==> src/rtl/pfdl_pkg.sv <==
`timescale 1ns/1ps
package pfdl_pkg;

  typedef struct packed {
    logic src;
    logic snk;
  } pump_cmd_t;

  typedef enum logic [1:0] {
    V_HOLD = 2'b00,
    V_GOOD = 2'b01,
    V_BAD  = 2'b10
  } verdict_e;

  // Translate the comparator state into source/sink wires under polarity.
  function automatic pump_cmd_t map_pump(input logic ref_side, input logic fb_side,
                                         input logic pol);
    pump_cmd_t c;
    c.src = pol ? ref_side : fb_side;
    c.snk = pol ? fb_side  : ref_side;
    return c;
  endfunction

  // Classify one finished comparison by its error in clock periods.
  function automatic verdict_e judge_err(input int err, input int unlock_min,
                                         input int lock_max);
    if (err >= unlock_min) return V_BAD;
    if (err <= lock_max)   return V_GOOD;
    return V_HOLD;
  endfunction

endpackage

==> src/rtl/pfd_core.sv <==
`timescale 1ns/1ps
module pfd_core
  import pfdl_pkg::*;
#(
  parameter int ERR_W = 8
) (
  input  logic             clk,
  input  logic             rst_n,
  input  logic             run,
  input  logic             fc,
  input  logic             fr,
  input  logic             fp,
  output logic             pump_up,
  output logic             pump_dn,
  output logic             cmp_done,
  output logic [ERR_W-1:0] err_val
);
  localparam logic [ERR_W-1:0] ERR_TOP = {ERR_W{1'b1}};

  logic             fr_d, fp_d;
  logic             ref_q, fb_q;
  logic [ERR_W-1:0] span_q;
  logic             fr_rise, fp_rise, overlap, single;
  pump_cmd_t        cmd;

  assign fr_rise = fr & ~fr_d;
  assign fp_rise = fp & ~fp_d;
  assign overlap = ref_q & fb_q;
  assign single  = ref_q ^ fb_q;

  always_ff @(posedge clk or negedge rst_n) begin
    if (!rst_n) begin
      fr_d   <= 1'b0;
      fp_d   <= 1'b0;
      ref_q  <= 1'b0;
      fb_q   <= 1'b0;
      span_q <= '0;
    end else begin
      fr_d <= fr;
      fp_d <= fp;
      if (!run || overlap) begin
        ref_q  <= 1'b0;
        fb_q   <= 1'b0;
        span_q <= '0;
      end else begin
        ref_q <= ref_q | fr_rise;
        fb_q  <= fb_q  | fp_rise;
        if (single && span_q != ERR_TOP) span_q <= span_q + 1'b1;
      end
    end
  end

  assign cmd      = map_pump(ref_q, fb_q, fc);
  assign pump_up  = cmd.src;
  assign pump_dn  = cmd.snk;
  assign cmp_done = overlap & run;
  assign err_val  = span_q;
endmodule

==> src/rtl/lock_judge.sv <==
`timescale 1ns/1ps
module lock_judge
  import pfdl_pkg::*;
#(
  parameter int ERR_W      = 8,
  parameter int UNLOCK_MIN = 4,
  parameter int LOCK_MAX   = 3,
  parameter int PERSIST    = 3
) (
  input  logic             clk,
  input  logic             rst_n,
  input  logic             run,
  input  logic             cmp_done,
  input  logic [ERR_W-1:0] err_val,
  output logic             lock_held,
  output logic             lock_flag
);
  localparam int              RUN_W    = $clog2(PERSIST + 1);
  localparam logic [RUN_W-1:0] RUN_LAST = RUN_W'(PERSIST - 1);

  logic [RUN_W-1:0] run_q;
  logic             held_q;
  verdict_e         verdict;

  assign verdict = judge_err(int'(err_val), UNLOCK_MIN, LOCK_MAX);

  always_ff @(posedge clk or negedge rst_n) begin
    if (!rst_n) begin
      run_q  <= '0;
      held_q <= 1'b0;
    end else if (!run) begin
      run_q  <= '0;
      held_q <= 1'b0;
    end else if (cmp_done) begin
      unique case (verdict)
        V_BAD: begin
          run_q  <= '0;
          held_q <= 1'b0;
        end
        V_GOOD: begin
          if (run_q >= RUN_LAST) held_q <= 1'b1;
          else                   run_q  <= run_q + 1'b1;
        end
        default: run_q <= '0;
      endcase
    end
  end

  assign lock_held = held_q;
  assign lock_flag = run ? held_q : 1'b1;
endmodule

==> src/rtl/share_sel.sv <==
`timescale 1ns/1ps
module share_sel (
  input  logic       mon_en,
  input  logic [1:0] mon_pick,
  input  logic [1:0] fr,
  input  logic [1:0] fp,
  input  logic [1:0] lock_flag,
  output logic       share_out
);
  always_comb begin
    if (mon_en) begin
      unique case (mon_pick)
        2'b00:   share_out = fr[0];
        2'b01:   share_out = fr[1];
        2'b10:   share_out = fp[0];
        default: share_out = fp[1];
      endcase
    end else begin
      share_out = &lock_flag;
    end
  end
endmodule

==> src/rtl/pfd_lock_pair.sv <==
`timescale 1ns/1ps
module pfd_lock_pair #(
  parameter int ERR_W      = 8,
  parameter int UNLOCK_MIN = 4,
  parameter int LOCK_MAX   = 3,
  parameter int PERSIST    = 3
) (
  input  logic       clk,
  input  logic       rst_n,
  input  logic [1:0] fr_in,
  input  logic [1:0] fp_in,
  input  logic [1:0] fc_pol,
  input  logic [1:0] pwr_on,
  input  logic       mon_en,
  input  logic [1:0] mon_pick,
  output logic [1:0] pump_up,
  output logic [1:0] pump_dn,
  output logic       share_out
);
  localparam int LOOPS = 2;

  logic [LOOPS-1:0]            cmp_done;
  logic [LOOPS-1:0][ERR_W-1:0] err_val;
  logic [LOOPS-1:0]            lock_held;
  logic [LOOPS-1:0]            lock_flag;

  for (genvar g = 0; g < LOOPS; g++) begin : g_loop
    pfd_core #(.ERR_W(ERR_W)) u_cmp (
      .clk      (clk),
      .rst_n    (rst_n),
      .run      (pwr_on[g]),
      .fc       (fc_pol[g]),
      .fr       (fr_in[g]),
      .fp       (fp_in[g]),
      .pump_up  (pump_up[g]),
      .pump_dn  (pump_dn[g]),
      .cmp_done (cmp_done[g]),
      .err_val  (err_val[g])
    );
    lock_judge #(
      .ERR_W(ERR_W), .UNLOCK_MIN(UNLOCK_MIN), .LOCK_MAX(LOCK_MAX), .PERSIST(PERSIST)
    ) u_lock (
      .clk       (clk),
      .rst_n     (rst_n),
      .run       (pwr_on[g]),
      .cmp_done  (cmp_done[g]),
      .err_val   (err_val[g]),
      .lock_held (lock_held[g]),
      .lock_flag (lock_flag[g])
    );
  end

  share_sel u_share (
    .mon_en    (mon_en),
    .mon_pick  (mon_pick),
    .fr        (fr_in),
    .fp        (fp_in),
    .lock_flag (lock_flag),
    .share_out (share_out)
  );
endmodule

==> config.mk <==
export PLATFORM = sky130hd
export DESIGN_NAME = pfd_lock_pair
export DESIGN_NICKNAME = d
export VERILOG_FILES = /design/src/rtl/pfdl_pkg.sv /design/src/rtl/pfd_core.sv /design/src/rtl/lock_judge.sv /design/src/rtl/share_sel.sv /design/src/rtl/pfd_lock_pair.sv
export SDC_FILE = /design/constraint.sdc
export NUM_CORES = 1
export LEC_CHECK = 0
export BUFFER_PORTS_ARGS = -buffer_cell sky130_fd_sc_hd__buf_4
export CORE_UTILIZATION = 51
export CTS_CLUSTER_SIZE = 16
export DETAILED_ROUTE_END_ITERATION = 10
export PLACE_DENSITY = 0.72
export SYNTH_ARGS = -nofsm -noshare
export SYNTH_HDL_FRONTEND = slang
export SYNTH_SLANG_ARGS = --single-unit
==> constraint.sdc <==
create_clock -name clk -period 1.5 [get_ports clk]
set_input_delay 0.15 -clock clk [delete_from_list [all_inputs] [get_ports clk]]
set_output_delay 0.15 -clock clk [all_outputs]
set_load 0.05 [all_outputs]
Word-level counts from Yosys, hierarchy flattened
Index checks and enable logic that the tools add are counted.
Storage, ports and cells
  flip-flop bits (word level): 30
  bits of input ports: 13
  output and inout port bits: 5
  logic and storage cells: 118
Operators by class
  $add $sub $neg: 4
  magnitude comparators: 6
  eq/ne operators: 16
  muxes and demuxes: 46
  bitwise gates (word level): 18
  reductions and logical operators: 14
Operators by type and width (number)
  $mux W2: 16
  $mux W8: 4
  $mux W1: 23
  $add A8 B1 Y8 const B: 2
  $ge A8 B3 Y1 const B: 2
  $le A8 B2 Y1 const B: 2
  $ne A8 B8 Y1 const B: 2
  $and A1 B1 Y1: 8
  $eq A2 B1 Y1 const B: 3
  $eq A2 B2 Y1 const B: 3
  $ne A3 B1 Y1 const B: 2
  $ne A3 B2 Y1 const B: 2
  $ne A3 B3 Y1 const B: 2
  $reduce_and A2 Y1: 3
  $reduce_and A3 Y1: 2
  $add A2 B1 Y2 const B: 2
  $ge A2 B2 Y1 const B: 2
  $ne A2 B1 Y1 const B: 2
  $not A1 Y1: 4
  $or A1 B1 Y1: 4
  $pmux W1 S2: 2
  $reduce_bool A2 Y1: 2
  $pmux W1 S3: 1
  $logic_and A1 B1 Y1: 2
  4 further kinds: 7

Logic depth before layout (Yosys ltp)
Gate-level depths: netlist (run 1).
  word-level depth: 9
  gate-level depth with buffers: 6
  mapped depth without buffers: 6

Cells and area by module
Synthesis (run 1) repeated with hierarchy kept, for this count alone.
Unflattened totals
  cells, all modules: 163
  area total of the unflattened synthesis: 1705.4 um2
By module, submodules not included
  pfd_core: instances 2, cells an instance 63, area an instance 676.9 um2, sequential area each 300.3 um2
  lock_judge: instances 2, cells an instance 17, area an instance 156.4 um2, sequential area each 75.1 um2
  share_sel: instances 1, cells an instance 3, area an instance 38.8 um2, sequential area each 0.0 um2

Worst setup path after synthesis (run 1)
OpenSTA, ideal clock, no wires.
  kind: register -> register
  start point: reg g_loop[0].u_cmp.fb_q
  end point: reg g_loop[0].u_cmp.span_q[6]
  setup time: 0.136 ns
  data arrival time: 1.293 ns
  path slack: 0.071 ns
  stages on the path, launching flop included: 6
  period minus slack after synthesis: 1.429 ns
  path through: dfrtp_1 -> ha_1 -> nand2_1 -> nor2_1 -> nor4bb_1 -> nor3_1
Between the ends
  word-level cells in the longest chain between the ends: 3
  elaborated cells on any way between the ends: 6
  those cells by class: mux (1); bitwise (2); reduce/logical (3)
RTL lines
  start, declared: RTL line pfd_core.sv:21  | logic ref_q, fb_q;
  start signal, assigned: RTL line pfd_core.sv:47  | fb_q <= fb_q | fp_rise;
  $and A1 B1 Y1 / $xor A1 B1 Y1 (equally long branches): RTL line pfd_core.sv:28, pfd_core.sv:29
  $logic_or A1 B1 Y1 / $logic_and A1 B1 Y1 (equally long branches): RTL line pfd_core.sv:41, pfd_core.sv:48
  $mux W8 / $reduce_bool A2 Y1 (equally long branches)
  end signal, assigned: RTL line pfd_core.sv:48  | if (single && span_q != ERR_TOP) span_q <= span_q + 1'b1;
  end, declared: RTL line pfd_core.sv:22  | logic [ERR_W-1:0] span_q;
Several ways; a longest one is shown, not always the timed one.
A chain may end at the register's enable or synchronous reset.

Worst setup path after layout (run 1)
  start point: reg g_loop[1].u_cmp.span_q[2]
  end point: reg g_loop[1].u_lock.held_q
Between the ends
  word-level cells in the longest chain between the ends: 9
  elaborated cells on any way between the ends: 16
  those cells by class: order compare (2); eq/ne (4); mux (9); reduce/logical (1)
RTL lines
  start, declared: RTL line pfd_core.sv:22
  start signal, assigned: RTL line pfd_core.sv:48
  $le A8 B2 Y1: RTL line pfdl_pkg.sv:28  | if (err <= lock_max) return V_GOOD;
  $mux W1 (2 in series): RTL line pfdl_pkg.sv:28
  $mux W2: RTL line pfdl_pkg.sv:29  | return V_HOLD;
  $mux W2 *: RTL line pfdl_pkg.sv:28
  $eq A2 B1 Y1 / $eq A2 B2 Y1 (equally long branches): RTL line lock_judge.sv:35  | unique case (verdict)
  $pmux W1 S2: RTL line lock_judge.sv:35
  $mux W1: RTL line lock_judge.sv:34  | end else if (cmp_done) begin
  $mux W1: RTL line lock_judge.sv:31  | end else if (!run) begin
  end signal, assigned: RTL line lock_judge.sv:30  | held_q <= 1'b0;
  end signal, assigned: RTL line lock_judge.sv:33  | held_q <= 1'b0;
  end signal, assigned: RTL line lock_judge.sv:38  | held_q <= 1'b0;
  end, declared: RTL line lock_judge.sv:22  | logic held_q;
Every way passes the cells marked *; elsewhere a longest branch is shown, timed or not. The select of a mux whose other input is x is not followed.

==> flow_summary.toml, run 1 <==
[critical_path]
cp_max_fo = 2
worstPathCellList = "or4_1 > nor3_2 > o21ai_0 > a21oi_1"
max_stage_delay_ns = 0.54
cp.buffers_inverters = 0
path_class = "flip-flop to flip-flop"
critPathRequiredTime_ns = 1.75
slowest_stage = "or4_1"
arrival_ns = 1.76
end_kind = "flip-flop"
cp_top_family = "simple AND/OR/NAND/NOR gates"
cp-start-kind = "flip-flop"

[clocking]
clk_transition_reported_paths_ns = 0.10
insertion_delay_ns = 0.32
clock-sinks = 30
cts_tree = "done"
cts-buffers-inserted = 5
cts-root-buf = "clkbuf_4"
cts_buffer_depth = 2
htreeDepth = 2

[layout]
fin_nets = 233
syn2layout_area_growth_pct = 35.81
diodes = 0
instances_no_fill = 244
drive_gt1_frac = 0.3286

[flow_run]
drv_cap = 0

[yosys]
synth_top_family_by_area = "simple AND/OR/NAND/NOR gates"
synth_area_sq_um = 1600
synthesis.nets = 190
synthMuxAreaShare = 0.06724
synth_edf_count = 0
synthCells = 169
synth.distinct_cells = 32
synth-xor-area-share = 0.01095
async_reset_ff_frac = 1.000
synth_most_common_cell = "dfrtp_1"
synth_seq_cells = 30
syn_avg_cell_area_sq_um = 9.469
synth_compound_area_frac = 0.1329
synth_top_area_frac = 0.4691
synth_fa_ha_area_frac = 0.06255
yosys.area.top_type = "dfrtp_1"
ys_seq_area_frac = 0.4691
ys_top_cells_by_count = "30 x dfrtp_1, 20 x nor2_1, 14 x a21oi_1, 14 x inv_1"
synth.top_cells.by_area = "dfrtp_1 47%, ha_1 6.3%, nor2_1 4.7%"
synth_ff_type = "dfrtp_1"
yosys_warnings = 0
synthSimpleGateAreaFrac = 0.2002

[power_and_ir_drop]
combPwrFrac = 0.253
powerDensity_nw_per_um2 = 944.6
leakage_nw = 0.9959
p_sw_frac = 0.2911
p_int_w = 0.001455
total_power_w = 0.002053
pwr-share-seq = 0.454
pwr-share-clk = 0.292
ir_drop_mv = 0.5886
power.switching_w = 0.0005976

[outcome]
outcome = "finished with violations"
violations = "design-rule violations, negative setup slack"

[floorplanning]
fp.coreArea_sq_um = 2853
num_rows = 19
die_area_sq_um = 3366
chipHeight_um = 58.02
chipWidth_um = 58.02
io_pins = 18
start_util = 0.5610

[sta]
whs_ns = 0.09531
rsz0062_at_grt = "yes"
worst_slew_pin_slew_ns = 0.4523
slew_violations = 0
max_freq_ghz = 0.6644
finalHoldViolations = 0
finalClockSkew_ns = 0.005096
period_share = 1.003
finalCriticalPeriod_ns = 1.505
finalSetupViolCount = 1
maxSlewHeadroom = 0.6984
final.setup.worst_slack_ns = -0.005089

[global_routing]
grt_util_all_layers = 0.2310
grt_antenna_before_repair = 0
overflow = 0
grt_pass1_wl_um = 5809
grt_start_max_net_pins = 31
grt_pass1_vias = 1355

[place]
dp_hpwl_um = 2441
place.gp.congestion = 0.8065
portBuffers = 17
dp.cells = 228

[drt]
via_per_inst = 5.869
post-route-drc-count = 3
routed_wl_um = 3840
drt_pass1_iterations = 9
vias = 1432
wl_per_cell_um = 15.74
antenna_left = 0
drt_iter0_markers = 85

[min_path]
min_path_type = "primary input to flip-flop"
-- metal layers --
metal  GRT usage  share of wire
met1      0.2878           0.42
met2      0.3826           0.52
met3     0.05134          0.046
met4      0.1088          0.017
met5           0              0
-- layout by cell type, fill, tap and decap left out, types with 2 or more instances in the layout --
| master | netlist | layout |
|---|---|---|
| a211oi_1 | 3 | 2 |
| a21o_1 | 2 | 2 |
| a21oi_1 | 14 | 14 |
| a31oi_1 | 4 | 4 |
| and4_1 | 3 | 2 |
| buf_4 | 4 | 28 |
| buf_6 | 0 | 6 |
| buf_8 | 0 | 3 |
| clkbuf_4 | 0 | 5 |
| clkbuf_8 | 0 | 3 |
| dfrtp_1 | 30 | 27 |
| dfrtp_2 | 0 | 3 |
| dlygate4sd3_1 | 0 | 5 |
| ha_1 | 8 | 4 |
| ha_2 | 0 | 2 |
| ha_4 | 0 | 2 |
| inv_1 | 14 | 13 |
| mux2_4 | 0 | 3 |
| mux2i_1 | 4 | 4 |
| nand2_1 | 11 | 11 |
| nand3_1 | 11 | 10 |
| nand4_1 | 2 | 2 |
| nor2_1 | 20 | 19 |
| nor3_1 | 7 | 4 |
| nor3_2 | 0 | 2 |
| o21ai_0 | 11 | 9 |
| o21ai_1 | 0 | 2 |
| or4_1 | 2 | 2 |
| xnor2_1 | 2 | 2 |
-- cell type report --
| cell class | count | area [sq um] |
|---|---|---|
| multi-input combinational | 119 | 875.8 |
| sequential | 30 | 754.5 |
| fill | 194 | 679.4 |
| timing repair buffer | 42 | 372.9 |
| clock buffer | 8 | 78.83 |
| inverter | 14 | 52.55 |
| tap | 31 | 38.79 |
-- power by group through the flow --
| stage | clock network, W | logic (W) | registers (W) |
|---|---|---|---|
| 2_1_floorplan | 0 | 0.000266 | 0.000923 |
| 3_3_place_gp | 0 | 0.000381 | 0.000926 |
| 3_5_place_dp | 0 | 0.000401 | 0.000931 |
| 4_1_cts | 0.000615 | 0.000438 | 0.000919 |
| 5_1_grt | 0.000651 | 0.000566 | 0.000940 |
| 6_report | 0.000600 | 0.000520 | 0.000933 |
-- final timing paths --
kind / from / slack, ns / depth (start not counted) / end
hold / removal: fp_in[1] / 0.1 / 3 / g_loop[1].u_cmp.fb_q
max in group asynchronous: rst_n / 0.92 / 2 / g_loop[0].u_cmp.err_val[0]
hold reg to reg: g_loop[0].u_lock.run_q[0] / 0.57 / 2 / g_loop[0].u_lock.run_q[0]
min in group asynchronous: rst_n / 0.28 / 2 / g_loop[1].u_cmp.err_val[2]
setup / recovery: g_loop[1].u_cmp.err_val[2] / -0.005 / 4 / g_loop[1].u_lock.lock_held
setup reg to reg: g_loop[1].u_cmp.err_val[2] / -0.005 / 4 / g_loop[1].u_lock.lock_held
-- state kept, by name, summed over array words and instances (netlist names) --
name                     cells
g_loop.u_cmp.ref_q           2
g_loop.u_cmp.fb_q            2
g_loop.u_lock.run_q          4
g_loop.u_cmp.fr_d            2
g_loop.u_lock.lock_held      2
g_loop.u_cmp.fp_d            2
g_loop.u_cmp.err_val        16
-- logic make-up (layout without fill, tap and decap cells) --
group | count (synthesis) | count (layout)
buffers and inverters | 20 | 64
DFF | 30 | 30
muxes | 9 | 9
AOI/OAI and AO/OA | 37 | 37
xor gates and xnor gates | 2 | 2
and+or+nand+nor | 63 | 63
adders and majority gates | 8 | 8
-- through the flow --
step / cell area (sq um) / worst slack, ns / util / TNS, ns
after floorplan: 1600 / 0.07118 / - / 0
after global placement: 1856 / 0.02628 / 0.6504 / 0
after detailed placement: 1856 / -0.1063 / 0.6504 / -0.1855
after CTS: 2026 / -0.01438 / 0.7101 / -0.02355
after global routing: 2173 / -0.1180 / 0.7618 / -0.3327
final: 2173 / -0.005089 / 0.7618 / -0.005089
-- tightest hold or removal path, cell delays in order --
cell and delay (ns):
buf_4 0.09, a21oi_1 0.06, nor2_1 0.08
-- timing repair --
| item | CTS | global route |
|---|---|---|
| setup buffers | 1 | 2 |
| hold buffers | 5 | 0 |
| pin swaps | 1 | 10 |
| endpoints found under the hold margin | 34 | 0 |
| endpoints found under the setup margin | 4 | 17 |
| resized for setup | 7 | 33 |
Note: power is estimated with default switching activity, not from simulation.
==> inputs of run 2 (changes only) <==
CORE_UTILIZATION = 57   (was 51)
PLACE_DENSITY = 0.76   (was 0.72)
SKIP_LAST_GASP = 1   (was unset)
clock period = 1.4 ns   (was 1.5 ns; I/O delays follow)
==> flow_summary.toml, run 2 (synthesis results as in run 1) <==
[outcome]
outcome = "finished with violations"
violations = "negative setup slack"

[clocking]
htreeDepth = 2
cts-root-buf = "clkbuf_4"
cts_buffer_depth = 2
clock-sinks = 30
clk_transition_reported_paths_ns = 0.11
cts_tree = "done"
insertion_delay_ns = 0.34
cts-buffers-inserted = 5

[drt]
via_per_inst = 7.050
vias = 1833
wl_per_cell_um = 25.95
post-route-drc-count = 0
routed_wl_um = 6746
drt_pass1_iterations = 6
antenna_left = 0
drt_iter0_markers = 158

[flow_run]
drv_cap = 0

[global_routing]
grt_pass1_vias = 1542
grt_antenna_before_repair = 0
overflow = 0
grt_start_max_net_pins = 31
grt_util_all_layers = 0.3430
grt_pass1_wl_um = 6969

[critical_path]
end_kind = "flip-flop"
r2r-start = "g_loop[1].u_cmp.fb_q"
cp-start-kind = "flip-flop"
rr_worst_depth = 6
arrival_ns = 1.80
r2r_end = "g_loop[1].u_cmp.err_val[4]"
startpoint = "g_loop[1].u_cmp.fb_q"
path_class = "flip-flop to flip-flop"
reg2reg_slack_ns = -0.16
cp_max_fo = 3
critPathRequiredTime_ns = 1.63

[layout]
fillers = 90
layout_common_cells = "43 x buf_4, 27 x dfrtp_1, 19 x nor2_1"
largest_reg_flops = 16
instances_no_fill = 260
drive_gt1_frac = 0.4348
diodes = 0
final_common_cell = "buf_4"
fin_nets = 250
syn2layout_area_growth_pct = 49.49

[min_path]
min_path_cells = 3
min_path_type = "primary input to flip-flop"
whs_endpoint = "g_loop[1].u_cmp.fb_q"
min_from = "fp_in[1]"

[place]
place.gp.congestion = 0.8085
dp_hpwl_um = 2791
dp.cells = 235
portBuffers = 17

[sta]
final.setup.worst_slack_ns = -0.1649
whs_ns = 0.07183
finalSetupViolCount = 22
worst_slew_pin_slew_ns = 0.3770
slew_violations = 0
max_freq_ghz = 0.6390
setup_tns_ns = -2.286
rsz0062_at_grt = "yes"
period_share = 1.118
finalClockSkew_ns = 0.02519
finalHoldViolations = 0
finalCriticalPeriod_ns = 1.565
maxSlewHeadroom = 0.7487

[floorplanning]
die_area_sq_um = 3023
fp.coreArea_sq_um = 2567
io_pins = 18
chipWidth_um = 54.99
start_util = 0.6233
num_rows = 18
chipHeight_um = 54.99

[power_and_ir_drop]
powerDensity_nw_per_um2 = 1005
leakage_nw = 1.100
total_power_w = 0.002405
ir_drop_mv = 1.086
-- run 2: cell type report --
class	instances	area [sq um]	share of cell area
inverters	14	52.55	0.02197
repair buffers	59	508.0	0.2123
multi-input cells	119	979.7	0.4095
clock inverters	1	5.005	0.002092
flip-flops and latches	30	754.5	0.3154
clock buffers	7	55.05	0.02301
well taps	30	37.54	0.01569
-- run 2: worst max-delay path by stage --
stage	end	slack, ns	cells past startpoint
after floorplan	g_loop[0].u_cmp.err_val[6]	-0.003	5
after global placement	g_loop[0].u_cmp.err_val[6]	-0.05	5
after detailed placement	g_loop[0].u_cmp.err_val[6]	-0.12	5
after CTS	g_loop[0].u_cmp.err_val[6]	-0.08	5
after global routing	g_loop[0].u_cmp.err_val[5]	-0.36	4
final	g_loop[1].u_cmp.err_val[4]	-0.16	6
-- run 2: layer usage --
layer,vias to the layer above,part of all wire,GRT usage
li1,720,-,-
met1,856,0.36,0.3728
met2,196,0.45,0.6466
met3,61,0.13,0.07104
met4,0,0.063,0.1250
met5,-,0,0
-- run 2: critical path, stage by stage, from the launching register on --
cell	delay [ns]
dfrtp_1	0.48
ha_4	0.32
buf_6	0.11
and4_4	0.22
nand3_1	0.11
o21ai_1	0.14
nor2_1	0.08
-- run 2: repair_timing --
action                                  4_1_cts  5_1_grt
hold buffers                                  5        0
gates resized for setup                      29       31
gates cloned                                  0        0
hold endpoints to repair                     34        0
endpoints found under the setup margin       17       23
pin swaps                                     7       15
setup buffers                                 8        6
-- run 2: metrics by stage --
stage | util | setup slack [ns] | area [sq um]
after floorplan | - | -0.003393 | 1613
after global placement | 0.7505 | -0.04855 | 1927
after detailed placement | 0.7505 | -0.1160 | 1927
after CTS | 0.8718 | -0.07588 | 2238
after global routing | 0.9318 | -0.3576 | 2392
final | 0.9318 | -0.1649 | 2392
-- run 2: power by group --
part	internal [W]	switching [W]	leakage [nW]	total [W]
registers	0.000936	0.0000754	0.396	0.00101
clock network	0.000244	0.000354	0.0353	0.000597
logic	0.000388	0.000408	0.669	0.000796
==> inputs of run 3 (changes only) <==
PLACE_DENSITY = 0.87   (was 0.76)
==> flow_summary.toml, run 3 <==
[clocking]
clock-sinks = 30
cts-buffers-inserted = 5
htreeDepth = 2
cts-root-buf = "clkbuf_4"
cts_buffer_depth = 2

[yosys]
synth_seq_cells = 30
yosys.area.top_type = "dfrtp_1"
synth_ff_type = "dfrtp_1"
synth_most_common_cell = "dfrtp_1"
synth_top_area_frac = 0.4691
synth_edf_count = 0
syn_avg_cell_area_sq_um = 9.469
ys_seq_area_frac = 0.4691
synth.top_cells.by_area = "dfrtp_1 47%, ha_1 6.3%, nor2_1 4.7%"
synth_area_sq_um = 1600
yosys_warnings = 0
async_reset_ff_frac = 1.000
synthCells = 169
synth.distinct_cells = 32
synthesis.nets = 190
ys_top_cells_by_count = "30 x dfrtp_1, 20 x nor2_1, 14 x a21oi_1, 14 x inv_1"

[floorplanning]
chipHeight_um = 54.99
chipWidth_um = 54.99
io_pins = 18
num_rows = 18
start_util = 0.6233

[place]
dp.cells = 232
portBuffers = 17
dp_hpwl_um = 2640
dpl_cell_area_sq_um = 1904
dp_slack_ns = -0.1135
place.gp.congestion = 0.9004

[global_routing]
overflow = 12
grt_util_all_layers = 0.7088
grt_antenna_before_repair = 1
grt_start_max_net_pins = 31

[outcome]
stop_error = "[ERROR GRT-0232] Routing congestion too high. Check the congestion heatmap in the GUI."
outcome = "did not finish"
haltStage = "global routing"

[sta]
worstEndpointType = "primary output"
grt-worst-endpoint = "share_out"
-- run 3: cell families after synthesis --
| logic type | share of synthesized area |
|---|---|
| buffers and inverters | 0.05707 |
| AOI/OAI and AO/OA | 0.1329 |
| DFF | 0.4691 |
| xor gates and xnor gates | 0.01095 |
| adders and majority gates | 0.06255 |
| muxes | 0.06724 |
| and+or+nand+nor | 0.2002 |
-- run 3: per-layer routing --
metal,overflow,track usage
met2,4,0.9016
met3,0,0.5027
met1,0,0.7238
met5,0,0
met4,8,0.7292
-- run 3: metrics by stage --
| stage | setup TNS (ns) | utilization |
|---|---|---|
| 2_1_floorplan | -0.003393 | - |
| 3_3_place_gp | -0.08295 | 0.7417 |
| 3_5_place_dp | -0.4555 | 0.7417 |
| 4_1_cts | -0.5928 | 0.8689 |
-- run 3: repair_timing --
action                     in CTS
hold buffers                    5
setup endpoints to repair      15
resized for setup              30
hold endpoints to repair       34
pin swaps                      11
setup buffers                  10
==> inputs of run 4 (changes only) <==
CORE_UTILIZATION = 40   (was 57)
CTS_CLUSTER_SIZE = unset   (was 16)
PLACE_DENSITY = unset   (was 0.87)
PLACE_DENSITY_LB_ADDON = 0.15   (was unset)
==> flow_summary.toml, run 4 (synthesis results as in run 1) <==
[floorplanning]
io_pins = 18
chipHeight_um = 65.25
fp.coreArea_sq_um = 3744
num_rows = 22
start_util = 0.4275
die_area_sq_um = 4258
chipWidth_um = 65.25

[layout]
multiInputGateArea_sq_um = 915.9
fin_nets = 250
instances_no_fill = 277
largest_reg_flops = 16
layout_common_cells = "45 x buf_4, 29 x dfrtp_1, 19 x nor2_1"
regArea_sq_um = 752.0
drive_gt1_frac = 0.4105
fillers = 323
final_common_cell = "buf_4"
finish.instance_area_sq_um = 2390
syn2layout_area_growth_pct = 49.34
diodes = 0

[drt]
routed_wl_um = 3962
post-route-drc-count = 0
drt_pass1_iterations = 4
wl_per_cell_um = 14.30
antenna_left = 0
vias = 1466
drt_iter0_markers = 82
via_per_inst = 5.292

[sta]
finalCriticalPeriod_ns = 1.419
finalSetupViolCount = 1
period_share = 1.014
worst_slew_pin_slew_ns = 0.3906
maxSlewHeadroom = 0.7396
finalClockSkew_ns = 0.004755
finalHoldViolations = 0
slew_violations = 0
rsz0062_at_grt = "yes"
max_freq_ghz = 0.7045
final.setup.worst_slack_ns = -0.01946
whs_ns = 0.1193

[min_path]
whs_endpoint = "g_loop[1].u_cmp.fb_q"
min_from = "fp_in[1]"
min_path_type = "primary input to flip-flop"
min_path_cells = 3

[clocking]
cts-buffers-inserted = 5
cts_tree = "done"
clock-sinks = 30
cts_buffer_depth = 2
clk_transition_reported_paths_ns = 0.07
insertion_delay_ns = 0.27
cts-root-buf = "clkbuf_8"
htreeDepth = 2

[flow_run]
drv_cap = 0

[global_routing]
grt_pass1_wl_um = 6306
overflow = 0
grt_antenna_before_repair = 0
grt_pass1_vias = 1432
grt_util_all_layers = 0.1950
grt_start_max_net_pins = 31

[critical_path]
rr_worst_depth = 4
reg2reg_slack_ns = -0.02
worstPathCellList = "nor4b_4 > nand2_1 > or4_1 > o21ai_1"
cp_max_fo = 3
cp_top_family = "simple AND/OR/NAND/NOR gates"
path_depth = 4
arrival_ns = 1.62
path_class = "flip-flop to flip-flop"
r2r-start = "g_loop[0].u_cmp.err_val[5]"
slowest_stage = "dfrtp_1"
critPathRequiredTime_ns = 1.60
cp-start-kind = "flip-flop"
cp.buffers_inverters = 0
max_stage_delay_ns = 0.43
end_kind = "flip-flop"
r2r_end = "g_loop[0].u_lock.run_q[0]"

[place]
dpl_cell_area_sq_um = 1987
place.gp.congestion = 0.8288
dp_hpwl_um = 2598
dp.cells = 258
portBuffers = 17

[power_and_ir_drop]
ir_drop_mv = 0.6948
powerDensity_nw_per_um2 = 1070
leakage_nw = 1.085

[outcome]
violations = "negative setup slack"
outcome = "finished with violations"
-- run 4: timing repair --
action,CTS,global route
endpoints found under the hold margin,34,0
resized for setup,16,28
buffers inserted,8,0
endpoints found under the setup margin,10,22
hold buffers,5,0
pin swaps,7,12
-- run 4: final cells by class --
cell class | instances | area share
tap | 48 | 0.02513
multi-input combinational | 119 | 0.3832
inverter | 14 | 0.02199
clock buffer | 6 | 0.03456
timing repair buffer | 59 | 0.2079
sequential | 30 | 0.3147
clock inverter | 1 | 0.01257
-- run 4: report_power, final --
part	switching [W]	leakage, nW	total [W]	internal (W)
clock	0.000324	0.0573	0.000893	0.000569
combinational	0.000320	0.629	0.000676	0.000356
sequential	0.0000508	0.399	0.000988	0.000937
-- run 4: stage by stage --
step / utilization / power [W] / worst slack (ns) / setup TNS (ns)
2_1_floorplan: - / 0.001294 / -0.003393 / -0.003393
3_3_place_gp: 0.5307 / 0.001500 / -0.05509 / -0.1628
3_5_place_dp: 0.5307 / 0.001522 / -0.05653 / -0.2825
4_1_cts: 0.6143 / 0.002522 / -0.02617 / -0.08053
5_1_grt: 0.6384 / 0.002674 / -0.1057 / -0.4646
6_report: 0.6384 / 0.002557 / -0.01946 / -0.01946
-- run 4: worst max-delay path by stage --
stage	start	end	slack [ns]
finish	g_loop[0].u_cmp.err_val[5]	g_loop[0].u_lock.run_q[0]	-0.02
global route	g_loop[0].u_cmp.err_val[5]	g_loop[0].u_lock.run_q[0]	-0.11
CTS	g_loop[1].u_cmp.fb_q	pump_dn[1]	-0.03
detailed placement	g_loop[1].u_cmp.fb_q	g_loop[1].u_cmp.err_val[7]	-0.06
global placement	g_loop[1].u_cmp.fb_q	g_loop[1].u_cmp.err_val[5]	-0.06
floorplan	g_loop[0].u_cmp.fb_q	g_loop[0].u_cmp.err_val[6]	-0.003
-- run 4: per-layer routing --
layer | share of wire | global-route usage | vias to the layer above | wire (um)
li1 | - | - | 711 | -
met1 | 0.42 | 0.2241 | 711 | 1655
met2 | 0.54 | 0.3505 | 40 | 2128
met3 | 0.037 | 0.04861 | 4 | 147
met4 | 0.0078 | 0.06250 | 0 | 31
met5 | 0 | 0 | - | 0
-- run 4: tightest hold or removal path, delay by kind of cell --
kind	cells	cell delay, ns
buf+inv	1	0.09
simple gates	1	0.07
compound gates	1	0.06
